<file path="src/rtl/strobe_shifter_pkg.sv">
// Package: shared types for the sampling strobe shifter.
// Assumes: the three phase inputs are used in the fixed cycle 1 -> 2 -> 3 -> 1.
package strobe_shifter_pkg;

    typedef enum logic [1:0] {
        PH_ONE   = 2'd0,
        PH_TWO   = 2'd1,
        PH_THREE = 2'd2
    } phase_e;

    // Next phase in the interleaved cycle; the order is the same for both scan directions.
    function automatic phase_e phase_after(input phase_e cur);
        case (cur)
            PH_ONE:   return PH_TWO;
            PH_TWO:   return PH_THREE;
            default:  return PH_ONE;
        endcase
    endfunction

endpackage

</file>
<file path="src/rtl/edge_rise.sv">
// Module: edge_rise
// Flags the rising edge of each of WIDTH level inputs against clk.
// Assumes: the inputs are synchronous to clk; a pulse lasts one clock.
module edge_rise #(
    parameter int WIDTH = 4
) (
    input  logic             clk,
    input  logic             rst_n,
    input  logic [WIDTH-1:0] level_i,
    output logic [WIDTH-1:0] rise_o
);

    logic [WIDTH-1:0] prev_q;

    for (genvar b = 0; b < WIDTH; b++) begin : g_bit
        // Remember the previous level of this bit.
        always_ff @(posedge clk) begin
            if (!rst_n) prev_q[b] <= 1'b0;
            else        prev_q[b] <= level_i[b];
        end
        // Rise = now high, previously low.
        assign rise_o[b] = level_i[b] & ~prev_q[b];
    end

endmodule

</file>
<file path="src/rtl/token_chain.sv">
// Module: token_chain
// Bidirectional one-hot shift register of CHANNELS stages.
// load_i seeds stage 0 (forward) or the top stage (reverse).
// step_i moves the token by one stage in the direction fwd_i.
// Also exports the next-state value of the two stages that start the last
// position in each scan order, for the carry logic.
// Assumes: load_i is only asserted while the chain is empty.
module token_chain #(
    parameter int CHANNELS = 240
) (
    input  logic                clk,
    input  logic                rst_n,
    input  logic                load_i,
    input  logic                step_i,
    input  logic                fwd_i,
    output logic [CHANNELS-1:0] token_o,
    output logic                tail_fwd_nxt_o,
    output logic                tail_rev_nxt_o
);

    localparam int TOP      = CHANNELS - 1;
    localparam int TAIL_FWD = CHANNELS - 3;
    localparam int TAIL_REV = 2;

    logic [CHANNELS-1:0] token_q;
    logic [CHANNELS-1:0] token_d;

    for (genvar i = 0; i < CHANNELS; i++) begin : g_stage
        logic from_lo;
        logic from_hi;
        logic seed;
        if (i == 0) begin : g_lo_edge
            assign from_lo = 1'b0;
        end else begin : g_lo_mid
            assign from_lo = token_q[i-1];
        end
        if (i == TOP) begin : g_hi_edge
            assign from_hi = 1'b0;
        end else begin : g_hi_mid
            assign from_hi = token_q[i+1];
        end
        if (i == 0 && i == TOP) begin : g_seed_both
            assign seed = 1'b1;
        end else if (i == 0) begin : g_seed_lo
            assign seed = fwd_i;
        end else if (i == TOP) begin : g_seed_hi
            assign seed = ~fwd_i;
        end else begin : g_seed_none
            assign seed = 1'b0;
        end

        // Next value of this stage: seed on load, neighbour on step, else hold.
        always_comb begin
            if (load_i)      token_d[i] = seed;
            else if (step_i) token_d[i] = fwd_i ? from_lo : from_hi;
            else             token_d[i] = token_q[i];
        end

        // Stage register.
        always_ff @(posedge clk) begin
            if (!rst_n) token_q[i] <= 1'b0;
            else        token_q[i] <= token_d[i];
        end
    end

    assign token_o        = token_q;
    assign tail_fwd_nxt_o = token_d[TAIL_FWD];
    assign tail_rev_nxt_o = token_d[TAIL_REV];

    AST_ONE_TOKEN: assert property (@(posedge clk) disable iff (!rst_n)
        $onehot0(token_q));

    AST_HOLD_WITHOUT_STEP: assert property (@(posedge clk) disable iff (!rst_n)
        (!step_i && !load_i) |=> $stable(token_q));

    AST_LOAD_ONLY_EMPTY: assert property (@(posedge clk) disable iff (!rst_n)
        load_i |-> (token_q == '0));

endmodule

</file>
<file path="src/rtl/scan_ctrl.sv">
// Module: scan_ctrl
// Decides when the token chain loads or steps. Tracks which phase is due
// next and latches the scan direction when a token arrives. Owns the edge
// pins: it picks the start input, drives the carry on the opposite pin and
// updates the carry only on phase-1 rises.
// Assumes: phase rises are one-clock pulses; busy_i is high while any strobe is.
module scan_ctrl
    import strobe_shifter_pkg::*;
(
    input  logic       clk,
    input  logic       rst_n,
    input  logic       dir_i,
    input  logic [2:0] ph_rise_i,
    input  logic       busy_i,
    input  logic       tail_fwd_nxt_i,
    input  logic       tail_rev_nxt_i,
    input  logic       right_i,
    input  logic       left_i,
    output logic       load_o,
    output logic       step_o,
    output logic       fwd_o,
    output logic       right_o,
    output logic       right_en_o,
    output logic       left_o,
    output logic       left_en_o
);

    phase_e due_q;
    logic   dir_q;
    logic   carry_q;
    logic   start_in;
    logic   due_rise;

    // Start input comes from the pin opposite the carry.
    assign start_in = dir_i ? right_i : left_i;

    // Rise of the phase that is due next.
    always_comb begin
        case (due_q)
            PH_ONE:   due_rise = ph_rise_i[0];
            PH_TWO:   due_rise = ph_rise_i[1];
            default:  due_rise = ph_rise_i[2];
        endcase
    end

    assign load_o = ~busy_i & ph_rise_i[0] & start_in;
    assign step_o = busy_i & due_rise;
    assign fwd_o  = load_o ? dir_i : dir_q;

    // Advance the due phase on every load or step.
    always_ff @(posedge clk) begin
        if (!rst_n)      due_q <= PH_TWO;
        else if (load_o) due_q <= PH_TWO;
        else if (step_o) due_q <= phase_after(due_q);
    end

    // Capture the direction together with the token.
    always_ff @(posedge clk) begin
        if (!rst_n)      dir_q <= 1'b1;
        else if (load_o) dir_q <= dir_i;
    end

    // Carry follows the last position's first stage, sampled on phase-1 rises only.
    always_ff @(posedge clk) begin
        if (!rst_n)            carry_q <= 1'b0;
        else if (ph_rise_i[0]) carry_q <= fwd_o ? tail_fwd_nxt_i : tail_rev_nxt_i;
    end

    assign right_en_o = ~dir_i;
    assign left_en_o  = dir_i;
    assign right_o    = ~dir_i & carry_q;
    assign left_o     = dir_i & carry_q;

    AST_CARRY_ON_PHASE1: assert property (@(posedge clk) disable iff (!rst_n)
        !ph_rise_i[0] |=> $stable(carry_q));

    AST_DIR_HELD_IN_SCAN: assert property (@(posedge clk) disable iff (!rst_n)
        (busy_i && !load_o) |=> $stable(dir_q));

endmodule

</file>
<file path="src/rtl/bank_sel.sv">
// Module: bank_sel
// Ping-pong selection between two sample banks. Each enable rise swaps them.
// Assumes: swap_i is a one-clock rise pulse.
module bank_sel (
    input  logic clk,
    input  logic rst_n,
    input  logic swap_i,
    output logic write_bank_o,
    output logic drive_bank_o
);

    logic wr_q;

    // Flip the write bank on each swap request.
    always_ff @(posedge clk) begin
        if (!rst_n)      wr_q <= 1'b0;
        else if (swap_i) wr_q <= ~wr_q;
    end

    assign write_bank_o = wr_q;
    assign drive_bank_o = ~wr_q;

    AST_BANK_SWAP: assert property (@(posedge clk) disable iff (!rst_n)
        swap_i |=> (wr_q != $past(wr_q)));

    AST_BANK_HOLD: assert property (@(posedge clk) disable iff (!rst_n)
        !swap_i |=> $stable(wr_q));

endmodule

</file>
<file path="src/rtl/strobe_shifter.sv">
// Module: strobe_shifter (top)
// Sampling strobe generator for POSITIONS column triplets. Ties together the
// edge detector, the scan control, the token chain and the bank selector.
// Assumes: all level inputs are synchronous to clk.
module strobe_shifter #(
    parameter int POSITIONS = 80,
    localparam int CHANNELS = 3 * POSITIONS
) (
    input  logic                clk,
    input  logic                rst_n,
    input  logic                scan_fwd_i,
    input  logic                phase1_i,
    input  logic                phase2_i,
    input  logic                phase3_i,
    input  logic                oe_i,
    input  logic                pin_right_i,
    output logic                pin_right_o,
    output logic                pin_right_en_o,
    input  logic                pin_left_i,
    output logic                pin_left_o,
    output logic                pin_left_en_o,
    output logic [CHANNELS-1:0] strobe_o,
    output logic                write_bank_o,
    output logic                drive_bank_o
);

    logic [3:0] rise;
    logic       load;
    logic       step;
    logic       fwd;
    logic       busy;
    logic       tail_fwd_nxt;
    logic       tail_rev_nxt;

    edge_rise #(.WIDTH(4)) u_edges (
        .clk     (clk),
        .rst_n   (rst_n),
        .level_i ({oe_i, phase3_i, phase2_i, phase1_i}),
        .rise_o  (rise)
    );

    scan_ctrl u_ctrl (
        .clk            (clk),
        .rst_n          (rst_n),
        .dir_i          (scan_fwd_i),
        .ph_rise_i      (rise[2:0]),
        .busy_i         (busy),
        .tail_fwd_nxt_i (tail_fwd_nxt),
        .tail_rev_nxt_i (tail_rev_nxt),
        .right_i        (pin_right_i),
        .left_i         (pin_left_i),
        .load_o         (load),
        .step_o         (step),
        .fwd_o          (fwd),
        .right_o        (pin_right_o),
        .right_en_o     (pin_right_en_o),
        .left_o         (pin_left_o),
        .left_en_o      (pin_left_en_o)
    );

    token_chain #(.CHANNELS(CHANNELS)) u_chain (
        .clk            (clk),
        .rst_n          (rst_n),
        .load_i         (load),
        .step_i         (step),
        .fwd_i          (fwd),
        .token_o        (strobe_o),
        .tail_fwd_nxt_o (tail_fwd_nxt),
        .tail_rev_nxt_o (tail_rev_nxt)
    );

    // Scan is running while any strobe is high.
    assign busy = |strobe_o;

    bank_sel u_bank (
        .clk          (clk),
        .rst_n        (rst_n),
        .swap_i       (rise[3]),
        .write_bank_o (write_bank_o),
        .drive_bank_o (drive_bank_o)
    );

    AST_IDLE_STAYS_QUIET: assert property (@(posedge clk) disable iff (!rst_n)
        (!busy && !(phase1_i && (scan_fwd_i ? pin_right_i : pin_left_i))) |=> (strobe_o == '0));

endmodule

</file>
<file path="config.mk">
export PLATFORM = sky130hd
export DESIGN_NAME = strobe_shifter
export DESIGN_NICKNAME = d
export VERILOG_FILES = /design/src/rtl/strobe_shifter_pkg.sv /design/src/rtl/edge_rise.sv /design/src/rtl/token_chain.sv /design/src/rtl/scan_ctrl.sv /design/src/rtl/bank_sel.sv /design/src/rtl/strobe_shifter.sv
export SDC_FILE = /design/constraint.sdc
export NUM_CORES = 1
export LEC_CHECK = 0
export BUFFER_PORTS_ARGS = -buffer_cell sky130_fd_sc_hd__buf_2
export CAP_MARGIN = 40
export CORE_MARGIN = 5
export CORE_UTILIZATION = 62
export CTS_BUF_LIST = sky130_fd_sc_hd__clkbuf_8
export DETAILED_ROUTE_END_ITERATION = 7
export GPL_TIMING_DRIVEN = 0
export MAX_ROUTING_LAYER = met4
export PLACE_DENSITY = 0.88
export SLEW_MARGIN = 20
export SYNTH_ARGS = -nofsm -noshare
export SYNTH_HDL_FRONTEND = slang
export SYNTH_HIERARCHICAL = 1
export SYNTH_SLANG_ARGS = --single-unit
</file>
<file path="constraint.sdc">
create_clock -name clk -period 8.6 [get_ports clk]
set_input_delay 0.86 -clock clk [delete_from_list [all_inputs] [get_ports clk]]
set_output_delay 0.86 -clock clk [all_outputs]
set_load 0.1 [all_outputs]
</file>
==> reports/metrics.csv <==
metric,value,unit
vias in the first global route,11200,
Worst-Margin Slew,0.789,ns
clock slew at reported path FFs,0.06,ns
"Slowest-stage cell, CP",nor4_1,
vias per cell,5.63,
FF-to-FF End,u_ctrl/carry_q,
"Slew Viols, Final",0,
drt total wl,34.6,mm
H-tree depth,2,
Root Buffer,clkbuf_8,
largest area contributor in the netlist,dfxtp_1,
Reg2Reg Setup Slack,4.22,ns
synth-to-layout area growth,18.1,%
crit-path max FO,10,
Residual DRC,0,
worst path cell trace,"buf_4, nor4_1, nand4_1, nor4_1, nand4_1, nand2b_1, o21bai_1, nand2b_1, inv_1, buf_4, buf_4, mux2i_1, a211oi_1, nor4bb_1, a311oi_1",
Die X,158,um
critical path capture point type,flop,
hold_sp,u_chain/g_stage[117].from_hi,
max incr delay on CP,0.66,ns
"Seq/Total Area, Yosys",36.8,%
Post-CTS Setup Inserts,0,
Fmax achieved,228,MHz
CTS Sinks,249,
Num CTS Buffers,42,
VDD IR max,0.260,mV
R2R Path Start,u_chain/g_stage[0].from_hi,
Fillers,1577,
Crit path required time,8.98,ns
post-route setup TNS,0,ns
Leak Pwr,8.82,nW
hold depth,2,
Via Count,11500,
post-synthesis cell area,0.0136,mm^2
RSZ-0062 raised after global routing,no,
Hold Fails Final Rpt,0,
die area,0.0249,mm^2
CTS tree,built,
Final nets,1748,
DR WL/cell,16.9,um
hold path endpoint,u_chain/g_stage[117].from_hi,
grt ovf,0,
overall die height,158,um
clk_lat worst skew,0.54,ns
relative slew slack,46.9,%
fin worst setup slack,4.22,ns
initial core utilization,62.5,%
status,completed,
Gate Count Post-Synth,1440,
max_cap viols,0,
clk buf depth,3,
first-pass GRT wire length,55.8,mm
Ports,255,
Post-Syn Nets,1449,
FF-to-FF path depth,15,
CORE AREA,0.0217,mm^2
drt pass-1 iters,5,
non-filler instance count after layout,2050,
Yosys top cell area share,36.8,%
cts repair resizes,0,
largest net degree at the start of global routing,12,
Total GRT Usage,27.5,%
Netlist cell types,34,
skew final,0.0167,ns
Final ANT Viol Nets,0,
P per Cell Area,325,mW/mm^2
# rows,54,
Syn Area/Cell,9.41,um^2
Ys Warns,6,
Final Critical Period,4.38,ns
Seq cells post-synth,249,
post-place setup slack,4.23,ns
min-delay worst type,reg2reg,
Area contributors post-synth,"dfxtp_1, mux2i_1, buf_4",
Setup Crit Path Kind,reg2reg,
routability cong.,1.04,
initial antenna violation count,0,
hold buffers post-CTS,0,
Final Setup Violations,0,
antenna cell count,0,
startpoint types,flop,
Port Buffer Count,254,
crit-path most repeated cell,buf_4,
cell count after placement,1975,
fraction of layout cells with a size suffix above 1,36.7,%
starting DRC count in detailed routing,556,
Final period util,50.9,%
critical path arrival,4.76,ns
post-detail-place hpwl,25.0,mm
[synth_stat cells]
cell      number
dfxtp_1      249
buf_4        245
a211oi_1     240
nor2_1       239
mux2i_1      238
buf_2         68
nor4_1        62
buf_12        21
nand4_1       16
clkbuf_1      10
nor2b_1        8
and2_1         6
inv_1          6
nand2b_1       6
nand2_1        3
and3_1         2
buf_1          2
nor4_2         2
o311a_1        2
a2111o_1       1
a21oi_1        1
a311oi_1       1
a31oi_1        1
and3b_1        1
buf_8          1
clkbuf_4       1
mux2_4         1
nor3_1         1
nor4bb_1       1
o211a_4        1
o21ai_0        1
o21bai_1       1
o22ai_1        1
xor2_1         1
[area by class of cell]
class | count | area, um^2 | share of cell area (%)
Inverter | 6 | 22.5 | 0.141
Buffer | 348 | 2670 | 16.7
Timing Repair Buffer | 255 | 1280 | 8.01
Tap cell | 280 | 350 | 2.19
Multi-Input combinational cell | 837 | 5880 | 36.7
Clock buffer | 50 | 688 | 4.30
Sequential cell | 249 | 4980 | 31.2
Clock inverter | 25 | 128 | 0.798
[how the worst max path moves through the flow]
stage                     slack [ns]                         from                           to  depth (start not counted)
after global placement          4.22  u_chain/g_stage[66].from_hi  u_chain/g_stage[27].from_hi                         11
final                           4.22   u_chain/g_stage[0].from_hi               u_ctrl/carry_q                         15
after CTS                       4.23  u_chain/g_stage[74].from_hi  u_chain/g_stage[32].from_hi                         11
after floorplan                 5.54                   scan_fwd_i                  pin_right_o                          1
after global routing            4.07  u_chain/g_stage[71].from_hi  u_chain/g_stage[33].from_hi                         11
after detailed placement        4.23  u_chain/g_stage[71].from_hi  u_chain/g_stage[32].from_hi                         11
[metrics by stage]
step / hold WS [ns] / instance area, um^2 / power [mW] / utilization, %
3_5_place_dp: 0.507 / 15200 / 4.19 / 70.0
5_1_grt: 0.541 / 16000 / 5.43 / 73.8
6_report: 0.518 / 16000 / 5.20 / 73.8
4_1_cts: 0.516 / 16000 / 5.22 / 73.8
3_3_place_gp: 0.501 / 15200 / 4.14 / 70.0
2_1_floorplan: 0.480 / 13600 / 3.77 / -
[critical path: cells and delay by family (launching register included)]
kind	cells	cell delay [ns]
and+or+nand+nor	7	2.53
muxes	1	0.25
DFF	1	0.36
AOI/OAI and AO/OA	3	0.45
buffers and inverters	4	0.67
[metal layers]
metal,track usage (%),wire length (um)
met1,36.1,15300
met2,44.4,16500
met3,3.31,2000
met4,8.64,835
met5,-,0
[placed cells by master, fill, tap and decap left out, drive strengths merged]
cell type	n
buf	591
dfxtp	249
a211oi	240
nor2	239
mux2i	238
nor4	64
clkbuf	61
inv	26
nand4	16
nor2b	8
and2	6
nand2b	6
clkinv	3
nand2	3
and3	2
o311a	2
nor3	1
clkinvlp	1
bufinv	1
xor2	1
and3b	1
mux2	1
o211a	1
a21oi	1
o22ai	1
o21bai	1
nor4bb	1
o21ai	1
a311oi	1
a2111o	1
a31oi	1
clkdlybuf4s15	1
[registers in the layout, indices dropped and copies added, names as in the netlist]
register / flops
u_chain/g_stage.from_hi: 235
u_ctrl/dir_q: 1
u_ctrl/due_q: 2
u_chain/g_stage.from_lo: 5
u_bank/write_bank_o: 1
u_edges/prev_q: 4
u_ctrl/carry_q: 1
[kinds of logic (layout without fill, tap and decap cells)]
kind of cell | Yosys count | in the layout | synth area share [%]
buffers and inverters | 354 | 684 | 19.8
AND/OR/NAND/NOR | 347 | 347 | 11.7
AO/OA/AOI/OAI | 250 | 250 | 13.9
flip-flops | 249 | 249 | 36.8
multiplexers | 239 | 239 | 17.7
XOR/XNOR | 1 | 1 | 0.0646
[where the power goes]
| group | total [mW] | switching [mW] | internal (mW) | leakage [nW] |
|---|---|---|---|---|
| Combinational | 2.61 | 1.97 | 0.640 | 6.27 |
| Clock | 1.02 | 0.467 | 0.556 | 0.492 |
| Sequential | 1.57 | 0.221 | 1.35 | 2.06 |
| Total | 5.20 | 2.66 | 2.55 | 8.82 |
Note: power is estimated with default switching activity, not from simulation.
